### src/rtl/swx_pkg.sv
package swx_pkg;

    typedef enum logic [1:0] {
        SC_IDLE  = 2'd0,
        SC_SCAN  = 2'd1,
        SC_DRAIN = 2'd2
    } scan_st_e;

endpackage

### src/rtl/swx_scan.sv
module swx_scan
    import swx_pkg::*;
#(
    parameter int MAX_BITS = 2048,
    parameter int LEN_W    = $clog2(MAX_BITS + 1),
    parameter int ADDR_W   = (MAX_BITS > 1) ? $clog2(MAX_BITS) : 1
) (
    input  logic              clk,
    input  logic              rst_n,
    input  logic              start_i,
    input  logic [LEN_W-1:0]  len_i,
    input  logic              quiet_i,
    output logic [ADDR_W-1:0] addr_o,
    output logic              rd_en_o,
    output logic              rd_last_o,
    output logic              launch_o,
    output logic              busy_o,
    output logic              done_o
);

    localparam logic [LEN_W-1:0] MAX_LEN = LEN_W'(MAX_BITS);

    typedef struct packed {
        scan_st_e          st;
        logic [ADDR_W-1:0] pos;
        logic              done;
    } scan_t;

    scan_t s_d, s_q;
    logic [LEN_W-1:0] eff_len;

    always_comb begin
        s_d      = s_q;
        s_d.done = 1'b0;
        launch_o = 1'b0;
        eff_len  = (len_i > MAX_LEN) ? MAX_LEN : len_i;
        case (s_q.st)
            SC_IDLE: begin
                if (start_i) begin
                    launch_o = 1'b1;
                    if (eff_len == '0) begin
                        s_d.st = SC_DRAIN;
                    end else begin
                        s_d.st  = SC_SCAN;
                        s_d.pos = ADDR_W'(eff_len - LEN_W'(1));
                    end
                end
            end
            SC_SCAN: begin
                if (s_q.pos == '0) begin
                    s_d.st = SC_DRAIN;
                end else begin
                    s_d.pos = s_q.pos - ADDR_W'(1);
                end
            end
            SC_DRAIN: begin
                if (quiet_i) begin
                    s_d.st   = SC_IDLE;
                    s_d.done = 1'b1;
                end
            end
            default: s_d.st = SC_IDLE;
        endcase
    end

    always_ff @(posedge clk or negedge rst_n) begin
        if (!rst_n) begin
            s_q <= '{st: SC_IDLE, pos: '0, done: 1'b0};
        end else begin
            s_q <= s_d;
        end
    end

    assign addr_o    = s_q.pos;
    assign rd_en_o   = (s_q.st == SC_SCAN);
    assign rd_last_o = (s_q.st == SC_SCAN) && (s_q.pos == '0);
    assign busy_o    = (s_q.st != SC_IDLE);
    assign done_o    = s_q.done;

endmodule

### src/rtl/swx_window.sv
module swx_window #(
    parameter int WIN   = 5,
    parameter int CNT_W = $clog2(WIN + 1)
) (
    input  logic             clk,
    input  logic             rst_n,
    input  logic             rd_en_i,
    input  logic             bit_i,
    input  logic             last_i,
    output logic             zero_o,
    output logic             close_o,
    output logic [WIN-1:0]   val_o,
    output logic [CNT_W-1:0] tz_o
);

    localparam logic [CNT_W-1:0] WIN_CNT = CNT_W'(WIN);

    typedef struct packed {
        logic             active;
        logic [WIN-1:0]   bits;
        logic [CNT_W-1:0] cnt;
        logic [CNT_W-1:0] lastone;
    } win_t;

    win_t w_d, w_q;
    logic [WIN-1:0]   nbits;
    logic [CNT_W-1:0] ncnt;
    logic [CNT_W-1:0] nlast;

    always_comb begin
        w_d     = w_q;
        zero_o  = 1'b0;
        close_o = 1'b0;
        val_o   = '0;
        tz_o    = '0;
        nbits   = '0;
        ncnt    = '0;
        nlast   = '0;
        if (rd_en_i && !w_q.active && !bit_i) begin
            zero_o = 1'b1;
        end
        if (rd_en_i && (w_q.active || bit_i)) begin
            if (w_q.active) begin
                nbits = {w_q.bits[WIN-2:0], bit_i};
                ncnt  = w_q.cnt + CNT_W'(1);
                nlast = bit_i ? ncnt : w_q.lastone;
            end else begin
                nbits = WIN'(1);
                ncnt  = CNT_W'(1);
                nlast = CNT_W'(1);
            end
            if ((ncnt == WIN_CNT) || last_i) begin
                close_o    = 1'b1;
                tz_o       = ncnt - nlast;
                val_o      = nbits >> tz_o;
                w_d.active = 1'b0;
            end else begin
                w_d.active  = 1'b1;
                w_d.bits    = nbits;
                w_d.cnt     = ncnt;
                w_d.lastone = nlast;
            end
        end
    end

    always_ff @(posedge clk or negedge rst_n) begin
        if (!rst_n) begin
            w_q <= '0;
        end else begin
            w_q <= w_d;
        end
    end

endmodule

### src/rtl/swx_emit.sv
module swx_emit #(
    parameter int WIN    = 5,
    parameter int CNT_W  = $clog2(WIN + 1),
    parameter int ADDR_W = 11,
    parameter int LEN_W  = 12
) (
    input  logic              clk,
    input  logic              rst_n,
    input  logic              launch_i,
    input  logic              zero_i,
    input  logic              close_i,
    input  logic [WIN-1:0]    val_i,
    input  logic [CNT_W-1:0]  tz_i,
    output logic              we_o,
    output logic [ADDR_W-1:0] addr_o,
    output logic [WIN-1:0]    data_o,
    output logic [LEN_W-1:0]  count_o,
    output logic              quiet_o,
    output logic [CNT_W-1:0]  pend_o,
    output logic              held_o
);

    typedef struct packed {
        logic [CNT_W-1:0] pend;
        logic             held;
        logic [WIN-1:0]   hval;
        logic [CNT_W-1:0] htz;
        logic [LEN_W-1:0] waddr;
    } emit_t;

    emit_t e_d, e_q;
    logic [CNT_W:0] pend_in;

    always_comb begin
        e_d     = e_q;
        we_o    = 1'b0;
        data_o  = '0;
        pend_in = {1'b0, e_q.pend} + (CNT_W + 1)'(zero_i);
        if (close_i) begin
            we_o = 1'b1;
            if (e_q.pend == '0) begin
                data_o   = val_i;
                e_d.pend = tz_i;
            end else begin
                e_d.pend = e_q.pend - CNT_W'(1);
                e_d.held = 1'b1;
                e_d.hval = val_i;
                e_d.htz  = tz_i;
            end
        end else if (e_q.held) begin
            we_o = 1'b1;
            if (e_q.pend == '0) begin
                data_o   = e_q.hval;
                e_d.pend = e_q.htz;
                e_d.held = 1'b0;
            end else begin
                e_d.pend = e_q.pend - CNT_W'(1);
            end
        end else if (pend_in != '0) begin
            we_o     = 1'b1;
            e_d.pend = CNT_W'(pend_in - (CNT_W + 1)'(1));
        end
        if (we_o) begin
            e_d.waddr = e_q.waddr + LEN_W'(1);
        end
        if (launch_i) begin
            e_d.waddr = '0;
        end
    end

    always_ff @(posedge clk or negedge rst_n) begin
        if (!rst_n) begin
            e_q <= '0;
        end else begin
            e_q <= e_d;
        end
    end

    assign addr_o  = e_q.waddr[ADDR_W-1:0];
    assign count_o = e_q.waddr;
    assign quiet_o = (e_q.pend == '0) && !e_q.held;
    assign pend_o  = e_q.pend;
    assign held_o  = e_q.held;

endmodule

### src/rtl/swx_encoder.sv
module swx_encoder #(
    parameter int MAX_BITS = 2048,
    parameter int WIN      = 5,
    parameter int LEN_W    = $clog2(MAX_BITS + 1),
    parameter int ADDR_W   = (MAX_BITS > 1) ? $clog2(MAX_BITS) : 1
) (
    input  logic              clk,
    input  logic              rst_n,
    input  logic              start,
    input  logic [LEN_W-1:0]  exp_len,
    output logic [ADDR_W-1:0] exp_addr,
    input  logic              exp_bit,
    output logic              busy,
    output logic              done,
    output logic              tok_we,
    output logic [ADDR_W-1:0] tok_addr,
    output logic [WIN-1:0]    tok_data,
    output logic [LEN_W-1:0]  tok_count
);

    localparam int CNT_W = $clog2(WIN + 1);

    logic             rd_en;
    logic             rd_last;
    logic             launch;
    logic             quiet;
    logic             sq_zero;
    logic             win_close;
    logic [WIN-1:0]   win_val;
    logic [CNT_W-1:0] win_tz;
    logic [CNT_W-1:0] pend;
    logic             held;

    swx_scan #(
        .MAX_BITS(MAX_BITS),
        .LEN_W   (LEN_W),
        .ADDR_W  (ADDR_W)
    ) u_scan (
        .clk      (clk),
        .rst_n    (rst_n),
        .start_i  (start),
        .len_i    (exp_len),
        .quiet_i  (quiet),
        .addr_o   (exp_addr),
        .rd_en_o  (rd_en),
        .rd_last_o(rd_last),
        .launch_o (launch),
        .busy_o   (busy),
        .done_o   (done)
    );

    swx_window #(
        .WIN  (WIN),
        .CNT_W(CNT_W)
    ) u_window (
        .clk    (clk),
        .rst_n  (rst_n),
        .rd_en_i(rd_en),
        .bit_i  (exp_bit),
        .last_i (rd_last),
        .zero_o (sq_zero),
        .close_o(win_close),
        .val_o  (win_val),
        .tz_o   (win_tz)
    );

    swx_emit #(
        .WIN   (WIN),
        .CNT_W (CNT_W),
        .ADDR_W(ADDR_W),
        .LEN_W (LEN_W)
    ) u_emit (
        .clk     (clk),
        .rst_n   (rst_n),
        .launch_i(launch),
        .zero_i  (sq_zero),
        .close_i (win_close),
        .val_i   (win_val),
        .tz_i    (win_tz),
        .we_o    (tok_we),
        .addr_o  (tok_addr),
        .data_o  (tok_data),
        .count_o (tok_count),
        .quiet_o (quiet),
        .pend_o  (pend),
        .held_o  (held)
    );

endmodule

### config.mk
export PLATFORM = sky130hd
export DESIGN_NAME = swx_encoder
export DESIGN_NICKNAME = d
export VERILOG_FILES = /design/src/rtl/swx_pkg.sv /design/src/rtl/swx_scan.sv /design/src/rtl/swx_window.sv /design/src/rtl/swx_emit.sv /design/src/rtl/swx_encoder.sv
export SDC_FILE = /design/constraint.sdc
export NUM_CORES = 1
export LEC_CHECK = 0
export ABC_AREA = 0
export BUFFER_PORTS_ARGS = -buffer_cell sky130_fd_sc_hd__buf_2
export CAP_MARGIN = 20
export CORE_ASPECT_RATIO = 0.6
export CORE_MARGIN = 5
export CORE_UTILIZATION = 57
export DETAILED_ROUTE_END_ITERATION = 6
export PLACE_DENSITY = 0.81
export SLEW_MARGIN = 0
export SYNTH_ARGS = -nofsm -noshare
export SYNTH_HDL_FRONTEND = slang
export SYNTH_SLANG_ARGS = --single-unit
### constraint.sdc
create_clock -name clk -period 3.5 [get_ports clk]
set_input_delay 0.7 -clock clk [delete_from_list [all_inputs] [get_ports clk]]
set_output_delay 0.7 -clock clk [all_outputs]
set_load 0.02 [all_outputs]
==> results of run 1 <==
==> per-layer routing <==
layer  up-vias  part of all wire [%]  wire length [um]
met2       100                    46              3760
li1       1479                     -                 -
met3        20                   6.3               515
met4         0                   1.6               130
met5         -                     0                 0
met1      1420                    46              3810
==> final cells by class <==
| type | count | area (sq um) |
|---|---|---|
| Multi-Input combinational cell | 284 | 1890 |
| Sequential cell | 49 | 1230 |
| Clock inverter | 3 | 46.3 |
| Fill cell | 464 | 1810 |
| Clock buffer | 5 | 68.8 |
| Inverter | 12 | 45.0 |
| Timing Repair Buffer | 86 | 514 |
| Tap cell | 80 | 100 |
==> final timing paths <==
path,from,end,slack [ps],cells past startpoint
max in group asynchronous,rst_n,u_emit.e_q[14]$_DFFE_PN0P_,2310,2
setup / recovery,exp_bit,tok_data[2],70,11
setup reg to reg,u_scan.s_q[13]$_DFFE_PN0P_,u_scan.addr_o[8]$_DFFE_PN0P_,590,10
min in group clk,u_emit.e_q[13]$_DFFE_PN0P_,u_emit.e_q[13]$_DFFE_PN0P_,500,2
hold / removal,rst_n,u_scan.addr_o[5]$_DFFE_PN0P_,460,1
hold reg to reg,u_emit.e_q[13]$_DFFE_PN0P_,u_emit.e_q[13]$_DFFE_PN0P_,500,2
==> flip-flops by register name, indices dropped and copies added, names as in the netlist <==
signal          cells
u_emit.count_o     12
u_emit.e_q          8
u_emit.held_o       1
u_emit.pend_o       3
u_scan.addr_o      11
u_scan.done_o       1
u_scan.s_q          2
u_window.w_q       11
==> Yosys cell counts, types with 2 or more instances <==
library cell,number,area (sq um)
a2111oi_0,2,17.5
a21o_1,2,15.0
a21oi_1,20,100
a22o_1,2,17.5
a22oi_1,4,30.0
a31oi_1,9,56.3
and2_1,5,31.3
and3_1,3,18.8
and3b_1,2,17.5
buf_1,2,7.51
buf_2,2,10.0
buf_4,34,255
clkbuf_1,17,63.8
dfrtp_1,49,1230
ha_1,10,125
inv_1,11,41.3
mux2_2,5,56.3
mux2i_1,8,80.1
nand2_1,45,169
nand2b_1,3,18.8
nand3_1,9,45.0
nand3b_1,3,22.5
nand4_1,7,43.8
nor2_1,35,131
nor2b_1,7,43.8
nor3_1,9,45.0
o2111ai_1,4,35.0
o211ai_1,3,22.5
o21ai_0,27,135
o311ai_0,2,17.5
o31ai_1,6,45.0
o41ai_1,3,26.3
or3_1,6,37.5
or4_1,2,15.0
xnor2_1,4,35.0
xor2_1,12,105
==> stage by stage <==
stage                     std cells  util (%)  worst slack (ps)
after floorplan                 401         -              38.5
after global placement          500      63.8              20.6
after detailed placement        500      63.8             -73.5
after CTS                       509      66.1              10.5
after global routing            519      68.3             -31.4
final                           519      68.3              70.8
==> power breakdown <==
group / leakage (nW) / internal, W / switching [W] / total (W)
combinational: 1.16 / 0.00112 / 0.00141 / 0.00253
sequential: 0.610 / 0.000794 / 0.000270 / 0.00106
clock: 0.0543 / 0.000214 / 0.000212 / 0.000426
==> repair_timing <==
item	in CTS	in global routing
resized for setup	4	12
setup endpoints to repair	5	6
pin swaps	1	7
setup buffers	1	10
==> cells by family after synthesis <==
family                     share of synthesized area [%]
adders and majority gates                           4.23
AOI/OAI and AO/OA                                   19.2
buffers and inverters                               11.5
and+or+nand+nor                                     20.6
xor gates and xnor gates                            4.74
muxes                                               3.98
DFF                                                 35.8
==> results.yml, run 1 <==
sta:
  final.setup_skew_ps: 11.2
  max_freq_ghz: 0.292
  setup-violations-final: 0
  timing.final.max_slew_violations: 0
  max_slew_margin_pct: 46.3
  tns_ps: 0
  holdWs_ps: 459
  period_needed_ps: 3430
  tightest_slew_ps: 806
  finalHoldViolations: 0
  post-route-period-util_pct: 98.0
global_route:
  grtUsageMet3_pct: 4.51
  gr-usage-all-layers_pct: 21.5
  antenna_found_initial: 0
  met1_usage_pct: 30.0
  grt_pass1_vias: 2855
  grt_max_degree: 36
  grt_pass1_wl_um: 13500
  grt.busiest_layer: "met2"
  grt_use_met2_pct: 33.3
  grt_overflow: 0
floorplan:
  die_h_um: 70.1
  start_util_pct: 60.1
  die-area_sq_um: 7720
  ios: 58
  core_area_sq_um: 5700
  std_cell_rows: 21
  die_w_um: 110
yosys:
  synthCells: 401
  syn_nets: 428
  synth.distinct_cells: 63
  synth.ff_latch_count: 49
  ys.flop_type: "dfrtp_1"
  yosysSeqAreaShare_pct: 35.8
  synth_edf_count: 0
  synth_area_sq_um: 3430
  async_reset_ff_share_pct: 100
  avgSynthCellArea_sq_um: 8.55
  yosys_warnings: 0
min_path:
  hold_class: "in2async"
placed_design:
  dp_hpwl_um: 5920
  gp_congestion: 0.959
  dpl-instance-area_sq_um: 3640
  portBuffers: 57
final_layout:
  postLayoutCellArea_sq_um: 3890
  drive_above_1_share_pct: 26.9
  nets: 465
  antenna_cells: 0
  final_common_cell: "buf_2"
  syn2layout_area_growth_pct: 13.6
  final_cell_mix: "buf_2, dfrtp_1, nand2_1"
power_and_ir_drop:
  power_density_nw_per_um2: 1030
  leakagePower_nw: 1.82
  p_total_w: 0.00402
  vdd_drop_max_v: 0.000687
detailed_routing:
  drt_pre_antenna_iters: 4
  routed_wl_um: 8210
  drc: 0
  vias: 3019
  drtIter0Drc: 182
  ant_nets: 0
  wl_per_cell_um: 15.8
  vias_per_cell: 5.82
setup_path:
  required_ps: 2800
  path_buf_inv: 4
  crit_path_cell_trace: "buf_4, o21ai_2, nand2_1, ha_2, fa_2, buf_6, inv_2, nor2_1, a31oi_2, o41ai_2, buf_2"
  critPathKind: "in2out"
  worstPathMaxFanout: 7
  arrival_ps: 2730
  crit_family: "adder cells"
  end_kind: "output pin"
  slowest_stage: "fa_2"
  cpPeakStageDelay_ps: 660
  startpoint_type: "input pin"
clock_network:
  hold_buffers: 0
  htreeDepth: 2
  cts_root_buf: "clkbuf_8"
  clock_path_buffers: 2
  clk_pin_slew_ps: 100
  cts_buffers: 5
  clock_latency_ps: 310
  cts.sinks: 49
  cts_tree: "done"
status:
  status: "complete, no violations"
flow_run:
  maxCapViolCount: 0
(Power assumes the default switching activity.)
==> run 2: changes to the inputs <==
Settings changed: CELL_PAD_IN_SITES_DETAIL_PLACEMENT set to 1, CELL_PAD_IN_SITES_GLOBAL_PLACEMENT set to 2, CORE_UTILIZATION 57 to 34, GPL_ROUTABILITY_DRIVEN set to 1, PLACE_DENSITY 0.81 to unset, PLACE_DENSITY_LB_ADDON set to 0.1.
==> run 2 against run 1 <==
  * Worst hold slack got worse by 42 ps
  * Routed wire length rose by 21%
  * Die area rose by 59%
  * Via count rose by 1.9%
  * Worst setup slack got worse by 26 ps
  * Global-route usage fell by 4.6 points
  * Highest routed layer unchanged
==> results.yml, run 2 (synthesized netlist as in run 1, its figures left out) <==
sta:
  timing.final.max_slew_violations: 0
  max_freq_ghz: 0.289
  tightest_slew_ps: 638
  finalHoldViolations: 0
  final.setup_skew_ps: 9.55
  period_needed_ps: 3460
  setup-violations-final: 0
  grt_setup_unrepaired: "true"
  max_slew_margin_pct: 57.5
  post-route-period-util_pct: 98.7
  fin_ws_ps: 44.7
clock_network:
  htreeDepth: 2
  cts_root_buf: "clkbuf_16"
  cts_tree: "done"
  clk_pin_slew_ps: 70
  clock_path_buffers: 2
  cts_buffers: 5
  cts.sinks: 49
  clock_latency_ps: 300
global_route:
  grt_max_degree: 28
  gr-usage-all-layers_pct: 16.9
  grt_pass1_wl_um: 16500
  grt_pass1_vias: 3074
  grt_overflow: 0
  antenna_found_initial: 0
final_layout:
  final_common_cell: "buf_2"
  nets: 463
  largest_reg_flops: 12
  antenna_cells: 0
  multi_input_area_sq_um: 1870
  syn2layout_area_growth_pct: 16.0
  drive_above_1_share_pct: 25.9
  final_cell_mix: "buf_2, dfrtp_1, nand2_1"
  fill_cells: 1173
  regArea_sq_um: 1230
detailed_routing:
  routed-wl-met2_um: 4220
  drtIter0Drc: 146
  routed_wl_um: 9980
  dr_wl_met3_um: 505
  drt_pre_antenna_iters: 4
  ant_nets: 0
  drc: 0
  wl_per_cell_um: 17.4
  vias: 3077
  m1WireLength_um: 5200
  vias_per_cell: 5.38
  highest_layer: "met4"
power_and_ir_drop:
  power_density_nw_per_um2: 1040
  leakagePower_nw: 1.84
  p_total_w: 0.00415
  vdd_drop_max_v: 0.000406
setup_path:
  arrival_ps: 2760
  reg2reg_slack_ps: 650
  critPathKind: "reg2out"
  required_ps: 2800
  worstPathMaxFanout: 9
  startpoint_type: "flop"
  end_kind: "output pin"
min_path:
  hold_class: "in2async"
flow_run:
  maxCapViolCount: 0
placed_design:
  gp_congestion: 0.742
  portBuffers: 57
  dp_hpwl_um: 7520
  dp_slack_ps: -53.2
floorplan:
  std_cell_rows: 28
  core_area_sq_um: 9840
  die_h_um: 87.8
  start_util_pct: 34.8
  die_w_um: 140
  die-area_sq_um: 12300
  ios: 58
status:
  status: "complete, no violations"
==> run 2: changes by cell type in the layout (fill, tap and decap cells not counted), moves of 2 or more <==
cell,previous run,this run
buf_4,31,26
clkbuf_16,0,5
clkbuf_8,5,0
buf_2,54,56
o21ai_1,0,2
==> run 2: final timing paths <==
| path | startpoint | to | cells past startpoint |
|---|---|---|---|
| max | u_scan.addr_o[9]$_DFFE_PN0P_ | tok_data[2] | 6 |
| min | rst_n | u_window.w_q[8]$_DFFE_PN0P_ | 1 |
| max reg2reg | u_scan.s_q[13]$_DFFE_PN0P_ | u_scan.addr_o[8]$_DFFE_PN0P_ | 9 |
| min reg2reg | u_emit.e_q[17]$_DFFE_PN0P_ | u_emit.e_q[17]$_DFFE_PN0P_ | 2 |
| max in group asynchronous | rst_n | u_scan.addr_o[10]$_DFFE_PN0P_ | 2 |
| min in group clk | u_emit.e_q[17]$_DFFE_PN0P_ | u_emit.e_q[17]$_DFFE_PN0P_ | 2 |
==> run 2: per-layer routing <==
metal	global-route usage, %	vias up
met3	3.27	5
met4	3.17	0
met5	0	-
met1	25.1	1532
met2	25.9	63
li1	-	1477
==> run 2: worst max-delay path: stages (launching register included) <==
cell	delay (ps)
dfrtp_1	440
or4_4	590
nor4_4	330
o221ai_1	270
buf_4	250
o41ai_2	340
buf_2	230
==> run 2: cell type report <==
class,count,area share (%)
inverters,12,1.13
well taps,135,4.25
multi-input cells,284,47.0
repair buffers,84,12.5
clock buffers,5,3.14
clock inverters,3,1.10
flip-flops and latches,49,30.8
==> run 2: power breakdown <==
part | internal, W | switching (W)
sequential | 0.000793 | 0.000289
clock | 0.000339 | 0.000239
combinational | 0.00107 | 0.00142
total | 0.00220 | 0.00194
==> run 2: metrics by stage <==
step / setup TNS [ps] / utilization (%) / area, sq um / hold WS, ps / cells
2_1_floorplan: 0 / - / 3460 / 404 / 401
4_1_cts: 0 / 40.0 / 3940 / 440 / 571
3_5_place_dp: -80.4 / 38.0 / 3740 / 475 / 560
5_1_grt: -203 / 40.4 / 3980 / 464 / 572
6_report: 0 / 40.4 / 3980 / 417 / 572
3_3_place_gp: -12.0 / 38.0 / 3740 / 463 / 560
==> run 2: what timing repair did <==
item                                   4_1_cts  5_1_grt
hold buffers                                 0        0
setup endpoints to repair                    5        6
setup buffers                                3        1
endpoints found under the hold margin        0        0
pin swaps                                    1        6
gates resized for setup                      3        9
